**src/rtl/norcmd_pkg.sv**
```systemverilog
// Shared types and command constants for the NOR command interface emulator.
// Assumes a byte-wide bus; unlock addresses are byte addresses.
package norcmd_pkg;

    localparam int BYTE_W = 8;

    typedef enum logic [3:0] {
        ST_READ, ST_UNL1, ST_UNL2, ST_AUTO, ST_CFI, ST_PGM,
        ST_ER1, ST_ER2, ST_ER3, ST_BYP, ST_BYP_PGM, ST_BYP_EXIT,
        ST_BUSY_P, ST_BUSY_E, ST_SUSP, ST_ERR
    } cmd_state_e;

    typedef enum logic [1:0] {
        OP_NONE, OP_PROG, OP_BLK_ERASE, OP_CHIP_ERASE
    } op_kind_e;

    localparam logic [7:0] C_KEY1    = 8'hAA;
    localparam logic [7:0] C_KEY2    = 8'h55;
    localparam logic [7:0] C_IDENT   = 8'h90;
    localparam logic [7:0] C_PROG    = 8'hA0;
    localparam logic [7:0] C_FASTPGM = 8'h20;
    localparam logic [7:0] C_ERSETUP = 8'h80;
    localparam logic [7:0] C_CHIP    = 8'h10;
    localparam logic [7:0] C_BLOCK   = 8'h30;
    localparam logic [7:0] C_PAUSE   = 8'hB0;
    localparam logic [7:0] C_RESET   = 8'hF0;
    localparam logic [7:0] C_QUERY   = 8'h98;
    localparam logic [7:0] C_LEAVE   = 8'h00;

    localparam logic [11:0] A_KEY1  = 12'hAAA;
    localparam logic [11:0] A_KEY2  = 12'h555;
    localparam logic [11:0] A_QUERY = 12'h0AA;

endpackage

```
**src/rtl/norcmd_decoder.sv**
```systemverilog
// Command decoder and mode state machine.
// Assumes at most one bus write per cycle; launches operations through op_go.
module norcmd_decoder
    import norcmd_pkg::*;
#(
    parameter int ADDR_W = 12
) (
    input  logic              clk,
    input  logic              rst_n,
    input  logic              wr_en,
    input  logic [ADDR_W-1:0] addr,
    input  logic [7:0]        wdata,
    input  logic              op_done,
    input  logic              prog_fail,
    output cmd_state_e        st,
    output logic              op_go,
    output op_kind_e          op_kind,
    output logic              pause
);
    logic hit_k1, hit_k2, hit_q;
    logic byp_q, byp_d, blk_q;
    cmd_state_e nxt;

    assign hit_k1 = (addr == ADDR_W'(A_KEY1));
    assign hit_k2 = (addr == ADDR_W'(A_KEY2));
    assign hit_q  = (addr == ADDR_W'(A_QUERY));
    assign pause  = (st == ST_SUSP);

    // Next-state decode for each bus write and operation completion.
    always_comb begin
        nxt     = st;
        op_go   = 1'b0;
        op_kind = OP_NONE;
        byp_d   = byp_q;
        case (st)
            ST_READ: if (wr_en) begin
                if (wdata == C_KEY1 && hit_k1)      nxt = ST_UNL1;
                else if (wdata == C_QUERY && hit_q) nxt = ST_CFI;
            end
            ST_UNL1: if (wr_en) nxt = (wdata == C_KEY2 && hit_k2) ? ST_UNL2 : ST_READ;
            ST_UNL2: if (wr_en) begin
                nxt = ST_READ;
                if (hit_k1) begin
                    case (wdata)
                        C_IDENT:   nxt = ST_AUTO;
                        C_PROG:    nxt = ST_PGM;
                        C_FASTPGM: nxt = ST_BYP;
                        C_ERSETUP: nxt = ST_ER1;
                        default:   nxt = ST_READ;
                    endcase
                end
            end
            ST_AUTO: if (wr_en) begin
                if (wdata == C_RESET)               nxt = ST_READ;
                else if (wdata == C_QUERY && hit_q) nxt = ST_CFI;
            end
            ST_CFI: if (wr_en && wdata == C_RESET) nxt = ST_READ;
            ST_PGM: if (wr_en) begin
                op_go   = 1'b1;
                op_kind = OP_PROG;
                byp_d   = 1'b0;
                nxt     = ST_BUSY_P;
            end
            ST_ER1: if (wr_en) nxt = (wdata == C_KEY1 && hit_k1) ? ST_ER2 : ST_READ;
            ST_ER2: if (wr_en) nxt = (wdata == C_KEY2 && hit_k2) ? ST_ER3 : ST_READ;
            ST_ER3: if (wr_en) begin
                if (wdata == C_CHIP && hit_k1) begin
                    op_go = 1'b1; op_kind = OP_CHIP_ERASE; nxt = ST_BUSY_E;
                end else if (wdata == C_BLOCK) begin
                    op_go = 1'b1; op_kind = OP_BLK_ERASE; nxt = ST_BUSY_E;
                end else begin
                    nxt = ST_READ;
                end
            end
            ST_BYP: if (wr_en) begin
                if (wdata == C_PROG)       nxt = ST_BYP_PGM;
                else if (wdata == C_IDENT) nxt = ST_BYP_EXIT;
            end
            ST_BYP_PGM: if (wr_en) begin
                op_go   = 1'b1;
                op_kind = OP_PROG;
                byp_d   = 1'b1;
                nxt     = ST_BUSY_P;
            end
            ST_BYP_EXIT: if (wr_en) nxt = (wdata == C_LEAVE) ? ST_READ : ST_BYP;
            ST_BUSY_P: if (op_done) nxt = prog_fail ? ST_ERR : (byp_q ? ST_BYP : ST_READ);
            ST_BUSY_E: begin
                if (op_done)                                 nxt = ST_READ;
                else if (wr_en && wdata == C_PAUSE && blk_q) nxt = ST_SUSP;
            end
            ST_SUSP: if (wr_en && wdata == C_BLOCK) nxt = ST_BUSY_E;
            ST_ERR:  if (wr_en && wdata == C_RESET) nxt = ST_READ;
            default: nxt = ST_READ;
        endcase
    end

    // State, return-to-fast-program flag and erase-kind registers.
    always_ff @(posedge clk) begin
        if (!rst_n) begin
            st    <= ST_READ;
            byp_q <= 1'b0;
            blk_q <= 1'b0;
        end else begin
            st    <= nxt;
            byp_q <= byp_d;
            if (op_go) blk_q <= (op_kind == OP_BLK_ERASE);
        end
    end

endmodule

```
**src/rtl/norcmd_timer.sv**
```systemverilog
// Busy countdown standing in for program and erase time.
// Assumes len >= 1; hold freezes the count (erase suspend).
module norcmd_timer #(
    parameter int CNT_W = 8
) (
    input  logic             clk,
    input  logic             rst_n,
    input  logic             go,
    input  logic [CNT_W-1:0] len,
    input  logic             hold,
    output logic             done,
    output logic             busy
);
    logic [CNT_W-1:0] cnt;

    assign busy = (cnt != '0);
    assign done = (cnt == CNT_W'(1)) && !hold;

    // Load on launch, count down while not held.
    always_ff @(posedge clk) begin
        if (!rst_n)                   cnt <= '0;
        else if (go)                  cnt <= len;
        else if (busy && !hold)       cnt <= cnt - CNT_W'(1);
    end

endmodule

```
**src/rtl/norcmd_store.sv**
```systemverilog
// Byte array with bit-clearing program and block/chip erase.
// Assumes DEPTH and BLOCK_SIZE are powers of two; ops commit on commit pulse.
module norcmd_store
    import norcmd_pkg::*;
#(
    parameter int DEPTH      = 64,
    parameter int BLOCK_SIZE = 16,
    localparam int IDX_W     = $clog2(DEPTH),
    localparam int OFS_W     = $clog2(BLOCK_SIZE),
    localparam int BLK_W     = IDX_W - OFS_W
) (
    input  logic             clk,
    input  logic             rst_n,
    input  logic             go,
    input  op_kind_e         kind,
    input  logic [IDX_W-1:0] op_idx,
    input  logic [7:0]       op_data,
    input  logic             commit,
    input  logic [IDX_W-1:0] rd_idx,
    output logic [7:0]       rd_data,
    output logic             pend_bit7,
    output logic [BLK_W-1:0] pend_blk,
    output logic             fail_q
);
    logic [7:0]       mem [DEPTH];
    logic [IDX_W-1:0] p_idx;
    logic [7:0]       p_data;
    op_kind_e         p_kind;

    assign rd_data   = mem[rd_idx];
    assign pend_bit7 = p_data[7];
    assign pend_blk  = p_idx[IDX_W-1:OFS_W];

    // Latch the pending operation and detect 0-to-1 program attempts.
    always_ff @(posedge clk) begin
        if (!rst_n) begin
            p_idx  <= '0;
            p_data <= '1;
            p_kind <= OP_NONE;
            fail_q <= 1'b0;
        end else if (go) begin
            p_idx  <= op_idx;
            p_data <= op_data;
            p_kind <= kind;
            fail_q <= (kind == OP_PROG) && ((op_data & ~mem[op_idx]) != 8'h00);
        end
    end

    // Apply the pending operation to the array when its countdown ends.
    always_ff @(posedge clk) begin
        if (!rst_n) begin
            for (int i = 0; i < DEPTH; i++) mem[i] <= 8'hFF;
        end else if (commit) begin
            case (p_kind)
                OP_PROG: mem[p_idx] <= mem[p_idx] & p_data;
                OP_BLK_ERASE:
                    for (int i = 0; i < DEPTH; i++)
                        if ((i / BLOCK_SIZE) == int'(pend_blk)) mem[i] <= 8'hFF;
                OP_CHIP_ERASE:
                    for (int i = 0; i < DEPTH; i++) mem[i] <= 8'hFF;
                default: ;
            endcase
        end
    end

endmodule

```
**src/rtl/norcmd_emu.sv**
```systemverilog
// Top: NOR flash command interface emulator over a small byte array.
// Assumes rd_en and wr_en are never high in the same cycle; reads are registered.
module norcmd_emu
    import norcmd_pkg::*;
#(
    parameter int         ADDR_W     = 12,
    parameter int         DEPTH      = 64,
    parameter int         BLOCK_SIZE = 16,
    parameter int         PROG_CLKS  = 8,
    parameter int         ERASE_CLKS = 24,
    parameter logic [7:0] DEV_CODE   = 8'hEF
) (
    input  logic              clk,
    input  logic              rst_n,
    input  logic              wr_en,
    input  logic              rd_en,
    input  logic [ADDR_W-1:0] addr,
    input  logic [7:0]        wdata,
    output logic [7:0]        rdata,
    output logic              rd_vld,
    output logic              rdy
);
    localparam int IDX_W = $clog2(DEPTH);
    localparam int OFS_W = $clog2(BLOCK_SIZE);
    localparam int BLK_W = IDX_W - OFS_W;
    localparam int MAXC  = (PROG_CLKS > ERASE_CLKS) ? PROG_CLKS : ERASE_CLKS;
    localparam int CNT_W = $clog2(MAXC + 1);

    cmd_state_e       st;
    op_kind_e         op_kind;
    logic             op_go, op_done, pause, tmr_busy;
    logic             fail_q, pend_bit7, tog;
    logic [BLK_W-1:0] pend_blk;
    logic [7:0]       arr_data, rd_mux;
    logic             stat_rd;
    logic [CNT_W-1:0] len;

    assign len = (op_kind == OP_PROG) ? CNT_W'(PROG_CLKS) : CNT_W'(ERASE_CLKS);
    assign rdy = !(st == ST_BUSY_P || st == ST_BUSY_E);

    norcmd_decoder #(.ADDR_W(ADDR_W)) u_dec (
        .clk(clk), .rst_n(rst_n), .wr_en(wr_en), .addr(addr), .wdata(wdata),
        .op_done(op_done), .prog_fail(fail_q), .st(st), .op_go(op_go),
        .op_kind(op_kind), .pause(pause)
    );

    norcmd_timer #(.CNT_W(CNT_W)) u_tmr (
        .clk(clk), .rst_n(rst_n), .go(op_go), .len(len), .hold(pause),
        .done(op_done), .busy(tmr_busy)
    );

    norcmd_store #(.DEPTH(DEPTH), .BLOCK_SIZE(BLOCK_SIZE)) u_mem (
        .clk(clk), .rst_n(rst_n), .go(op_go), .kind(op_kind),
        .op_idx(addr[IDX_W-1:0]), .op_data(wdata), .commit(op_done),
        .rd_idx(addr[IDX_W-1:0]), .rd_data(arr_data),
        .pend_bit7(pend_bit7), .pend_blk(pend_blk), .fail_q(fail_q)
    );

    // Select what a read returns in the current mode.
    always_comb begin
        stat_rd = 1'b0;
        rd_mux  = arr_data;
        case (st)
            ST_AUTO: begin
                if (addr[7:0] == 8'h00)      rd_mux = 8'h20;
                else if (addr[7:0] == 8'h02) rd_mux = DEV_CODE;
                else                         rd_mux = 8'h00;
            end
            ST_CFI: begin
                case (addr[7:0])
                    8'h20:   rd_mux = 8'h51;
                    8'h22:   rd_mux = 8'h52;
                    8'h24:   rd_mux = 8'h59;
                    default: rd_mux = 8'h00;
                endcase
            end
            ST_BUSY_P: begin
                stat_rd = 1'b1;
                rd_mux  = {~pend_bit7, tog, fail_q, 5'b0};
            end
            ST_BUSY_E: begin
                stat_rd = 1'b1;
                rd_mux  = {1'b0, tog, 6'b0};
            end
            ST_ERR: begin
                stat_rd = 1'b1;
                rd_mux  = {~pend_bit7, tog, 1'b1, 5'b0};
            end
            ST_SUSP:
                if (addr[IDX_W-1:OFS_W] == pend_blk) rd_mux = {1'b1, tog, 6'b0};
            default: ;
        endcase
    end

    // Register read data, its valid flag and the toggle bit.
    always_ff @(posedge clk) begin
        if (!rst_n) begin
            rdata  <= '0;
            rd_vld <= 1'b0;
            tog    <= 1'b0;
        end else begin
            rd_vld <= rd_en;
            if (rd_en) rdata <= rd_mux;
            if (rd_en && stat_rd) tog <= ~tog;
        end
    end

endmodule

```
**config.mk**
```make
export PLATFORM = sky130hd
export DESIGN_NAME = norcmd_emu
export DESIGN_NICKNAME = d
export VERILOG_FILES = /design/src/rtl/norcmd_pkg.sv /design/src/rtl/norcmd_decoder.sv /design/src/rtl/norcmd_timer.sv /design/src/rtl/norcmd_store.sv /design/src/rtl/norcmd_emu.sv
export SDC_FILE = /design/constraint.sdc
export NUM_CORES = 1
export LEC_CHECK = 0
export BUFFER_PORTS_ARGS = -buffer_cell sky130_fd_sc_hd__buf_2
export CAP_MARGIN = 20
export CORE_ASPECT_RATIO = 0.7
export CORE_MARGIN = 2
export CORE_UTILIZATION = 49
export CTS_CLUSTER_DIAMETER = 150
export DETAILED_ROUTE_END_ITERATION = 12
export PLACE_DENSITY_LB_ADDON = 0.15
export SYNTH_ARGS = -nofsm -noshare
export SYNTH_HDL_FRONTEND = slang
export SYNTH_SLANG_ARGS = --single-unit
```
**constraint.sdc**
```tcl
create_clock -name clk -period 7.13 [get_ports clk]
set_input_delay 1.0695 -clock clk [delete_from_list [all_inputs] [get_ports clk]]
set_output_delay 1.0695 -clock clk [all_outputs]
set_load 0.05 [all_outputs]
```
# == Word level (Yosys, flattened, before mapping) ==
# Memory sizes are Yosys's and may differ from the RTL's. A register that Yosys moved wholly into a read port is not among the register bits.
# Index checks and enable logic that the tools add are counted.
# totals
ff_bits,38
ram_bits,512
inputBits,24
out_inout_bits,10
elab_cells,450
n_memories,1
# memory_table
name,words,width,read_ports,rd_ports_with_merged_regs,wr,line_no,rtl
u_mem.mem,64,8,2,1,64,norcmd_store.sv:25,logic [7:0] mem [DEPTH];
# op_classes
n_addsub,1
eq_ne,60
n_mux,215
bitwise_logic,133
n_reduce_logical,29
# op_table
operator,count
2-to-1 mux 8 bit,132
bitwise OR 1 bit,128
2-to-1 mux 4 bit,27
"== test 8 bit, second input constant",7
case mux 4 bit (14 select lines),1
case mux 8 bit (6 select lines),1
"== test 8 x 6 -> 1 bit, second input constant",5
2-to-1 mux 1 bit,38
"== test 4 bit, second input constant",8
"inequality test 2 bit, second input constant",13
case mux 7 bit (3 select lines),1
2-to-1 mux 6 bit,3
AND 8 bit,2
"== test 4 x 3 -> 1 bit, second input constant",4
logical NOT 8 bit,2
case mux 4 bit (4 select lines),1
2-to-1 mux 5 bit,3
AND reduction 15 bit,1
"== test 12 x 11 -> 1 bit, second input constant",1
"== test 12 bit, second input constant",1
"== test 12 x 8 -> 1 bit, second input constant",1
logical AND 1 bit,12
"== test 4 x 2 -> 1 bit, second input constant",2
"== test 8 x 2 -> 1 bit, second input constant",1
30 further kinds,43

# == Logic depth before layout (Yosys ltp) ==
# depth
depth_word,9
depth_mapped,12
ltp_nobuf,9

# == Cells and area by module ==
# From an unflattened synthesis, not the netlist that was laid out.
# unflattened
hier_cells,2358
hier_area_um2,33513.4
# modules_own_cells
module,instances,cells_each,area_per_inst_um2
norcmd_store,1,2086,31418.9
norcmd_decoder,1,146,1069.8
norcmd_emu,1,88,725.7
norcmd_timer,1,38,299.0

# == Least setup slack after synthesis ==
# No wires, ideal clock.
# synth_timing
path_type,input to register
start,input port addr[0]
end,register u_mem.fail_q
setup_ps,74
t_arrival_ps,3253
required_ps,7056
setup_slack_ps,3803
path_stages,10
path_cell_list,clkbuf_1 -> buf_4 -> buf_2 -> mux4_2 -> a22oi_1 -> a21boi_0 -> nor4_1 -> nand2_1 -> o211a_1 -> a31oi_1
# synth_between
elab_chain_cells,7
elab_cells_between_ends,14
classes_between,2 x eq/ne; 6 x mux; 2 x bitwise; 3 x reduce/logical; 1 x memory
# synth_rtl
element,line_no,rtl
"start, declared",norcmd_emu.sv:17,"input logic [ADDR_W-1:0] addr,"
"parallel branches: the longest is 7 deep, another holds memory read (64 x 8 bit)",-,
"end signal, assigned",norcmd_store.sv:45,fail_q <= (kind == OP_PROG) && ((op_data & ~mem[op_idx]) != 8'h00);
"end, declared",norcmd_store.sv:23,output logic fail_q
# Several ways; the timed one is not identified.
# A chain may end at the register's enable or synchronous reset.

==> flow_metrics.env <==
export IMPL_status="complete, no violations"
export IMPL_ys_warn_count=0
export IMPL_rrSetupSlack_ns=2.64
export IMPL_multi_input_area_mm2=0.0123
export IMPL_postLayoutCellArea_mm2=0.0323
export IMPL_cts_setup_buffers=0
export IMPL_synthArstFlopShare=0
export IMPL_min_from="u_dec.blk_q"
export IMPL_skew_ns=0.0245
export IMPL_viasPerCell=6.79
export IMPL_syn_avg_cell_area_um2=13.3
export IMPL_worst_path_max_fanout=64
export IMPL_leakage_nw=7.73
export IMPL_drive_gt1_frac=0.223
export IMPL_antenna_found_initial=5
export IMPL_start_kind="register"
export IMPL_ant_nets=0
export IMPL_power_density_mw_per_mm2=218
export IMPL_die_h_um=210
export IMPL_synthesis_nets=2260
export IMPL_placedInstanceArea_mm2=0.0305
export IMPL_hold_buffers=0
export IMPL_synth_top_cell_by_area="edfxtp_1"
export IMPL_hold_viol_final=0
export IMPL_drt_iter0_markers=3404
export IMPL_grt_pass1_vias=19900
export IMPL_synth_edf_count=512
export IMPL_finalCritPeriodShare=0.629
export IMPL_synth_compound_area_frac=0.0549
export IMPL_overflow=0
export IMPL_post_drt_wl_per_cell_um=32.1
export IMPL_rsz0062_at_grt="no"
export IMPL_hold_path_endpoint="u_dec.blk_q"
export IMPL_synth_cells=2233
export IMPL_clk_pin_slew_worst_paths_ns=0.06
export IMPL_grt_pass1_wl_mm=142
export IMPL_cts_max_level=2
export IMPL_fmax_mhz=223
export IMPL_dp_hpwl_mm=67.2
export IMPL_post_cts_resized=0
export IMPL_fill_cells=4996
export IMPL_start_util=0.496
export IMPL_clock_latency_ns=0.62
export IMPL_antennaDiodeCount=0
export IMPL_seqCellArea_mm2=0.0163
export IMPL_period_minus_slack_ns=4.49
export IMPL_syn2layout_area_growth_pct=8.59
export IMPL_ys_seq_elements=556
export IMPL_die_w_um=299
export IMPL_muxShareOfSynthArea=0.231
export IMPL_portBuffers=33
export IMPL_critPathRequiredTime_ns=7.46
export IMPL_synthAdderAreaFrac=0.00126
export IMPL_tightest_slew_ns=1.20
export IMPL_whs_path_depth=2
export IMPL_vias=20900
export IMPL_wl_mm=98.6
export IMPL_maxCapViolCount=0
export IMPL_cp_end_kind="register"
export IMPL_cts_buffers=57
export IMPL_nNetsFinal=2252
export IMPL_slew_headroom=0.180
export IMPL_gp_congestion=0.977
export IMPL_yosys_area_share_simple=0.124
export IMPL_ys_types=73
export IMPL_r2r_end="u_mem.mem[17][3]"
export IMPL_max_vdd_ir_drop_v=0.000260
export IMPL_die_area_mm2=0.0628
export IMPL_synth_main_ff_cell="edfxtp_1"
export IMPL_cts_tree="yes"
export IMPL_synth_top_area_share=0.517
export IMPL_finalSetupViolCount=0
export IMPL_route_detailed_drc=0
export IMPL_grt_max_degree=91
export IMPL_r2r_cells=6
export IMPL_synthXorXnorAreaFrac=0.00235
export IMPL_total_power_w=0.00703
export IMPL_synth_top_family_by_area="multiplexers"
export IMPL_cts_path_max_buffers=3
export IMPL_synth_area_leaders="edfxtp_1, mux4_2, nand2_1"
export IMPL_cts_sinks=556
export IMPL_hold_path_class="register to register"
export IMPL_ctsRootBufferMaster="clkbuf_16"
export IMPL_crit_arrival_ns=4.82
export IMPL_grt_usage=0.315
export IMPL_first_pass_iters=7
export IMPL_synth_seq_area_share=0.546
export IMPL_tns_ns=0
export IMPL_core_region_area_mm2=0.0600
export IMPL_ios=34
export IMPL_netlist_area_mm2=0.0298
export IMPL_path_class="register to register"
export IMPL_rows=75
export IMPL_drv_slew=0
cell families (layout without fill, tap and decap cells):
group | count (synthesis) | in the layout
AOI/OAI and AO/OA | 262 | 262
xor gates and xnor gates | 8 | 8
and+or+nand+nor | 856 | 856
adders and majority gates | 3 | 3
muxes | 349 | 349
buffers and inverters | 199 | 234
DFF | 556 | 556
synthesized netlist by cell type, types with 12 or more instances:
cell type,number
buf_4,15
mux4_2,268
nor2_1,121
dfxtp_1,44
edfxtp_1,512
mux2_2,24
buf_1,12
buf_2,30
o22ai_1,17
a31oi_1,14
a21oi_1,45
nor3_1,21
a211oi_1,13
inv_1,13
nor2b_1,25
nor4_1,15
nand2_1,577
o21ai_0,98
clkbuf_1,79
buf_6,48
nand3_1,17
mux2i_1,57
a22oi_1,13
where the power goes:
part	switching, W	internal, W	leakage [nW]
registers	0.0000186	0.00356	3.82
logic	0.000300	0.000136	3.02
clock network	0.00130	0.00172	0.887
final cells by class:
cell class              count  share of cell area
flip-flops and latches    556               0.503
multi-input cells        1478               0.381
clock buffers              73              0.0460
well taps                 808              0.0313
repair buffers            117              0.0266
clock inverters            29             0.00991
inverters                  15             0.00174
worst max path at each step:
stage | to | slack [ns] | startpoint
floorplan | u_mem.fail_q | 3.80 | addr[0]
global placement | u_mem.fail_q | 2.34 | addr[0]
detailed placement | u_mem.fail_q | 2.36 | addr[0]
CTS | u_mem.mem[17][3] | 2.65 | register
global route | u_mem.mem[17][3] | 2.47 | register
finish | u_mem.mem[17][3] | 2.64 | register
registers in the layout (all words and copies together), names as in the netlist, named ones only:
signal / flops
u_mem.p_idx: 6
u_tmr.cnt: 5
rd_vld: 1
u_dec.byp_q: 1
u_mem.p_kind: 2
tog: 1
u_dec.blk_q: 1
u_mem.mem: 512
u_dec.st: 4
u_mem.fail_q: 1
rdata: 8
u_mem.p_data: 8
metal layers:
layer	share of wire	GRT usage	up-vias	wire [µm]
met5	0.00048	0	-	47
met4	0.027	0.0818	8	2620
met3	0.15	0.103	189	14300
met2	0.42	0.442	1507	41900
met1	0.40	0.473	10700	39700
li1	-	-	8528	-
worst max-delay path: stages, from the launching register on:
cell     delay (ns)
dfxtp_4        0.92
buf_12         0.45
mux4_2         0.61
mux4_2         0.62
mux4_2         0.52
nand2_4        0.71
nand2_1        0.14
stage by stage:
stage | instances | setup WS [ns] | hold WS (ns) | util
3_3_place_gp | 2965 | 2.34 | 0.451 | 0.508
6_report | 3076 | 2.64 | 0.479 | 0.539
5_1_grt | 3076 | 2.47 | 0.496 | 0.539
3_5_place_dp | 2972 | 2.36 | 0.470 | 0.509
4_1_cts | 3074 | 2.65 | 0.479 | 0.539
2_1_floorplan | 2233 | 3.80 | 0.437 | -
cell usage in the layout (no fill, tap or decap), types with 24 or more instances in the layout:
master / n
dfxtp_1: 41
nor2_1: 121
buf_4: 76
nor2b_1: 25
a21oi_1: 45
mux2i_1: 57
clkbuf_16: 57
mux2_2: 24
edfxtp_1: 512
mux4_2: 268
o21ai_0: 92
buf_2: 33
nand2_1: 577
Note: power is estimated with default switching activity, not from simulation.
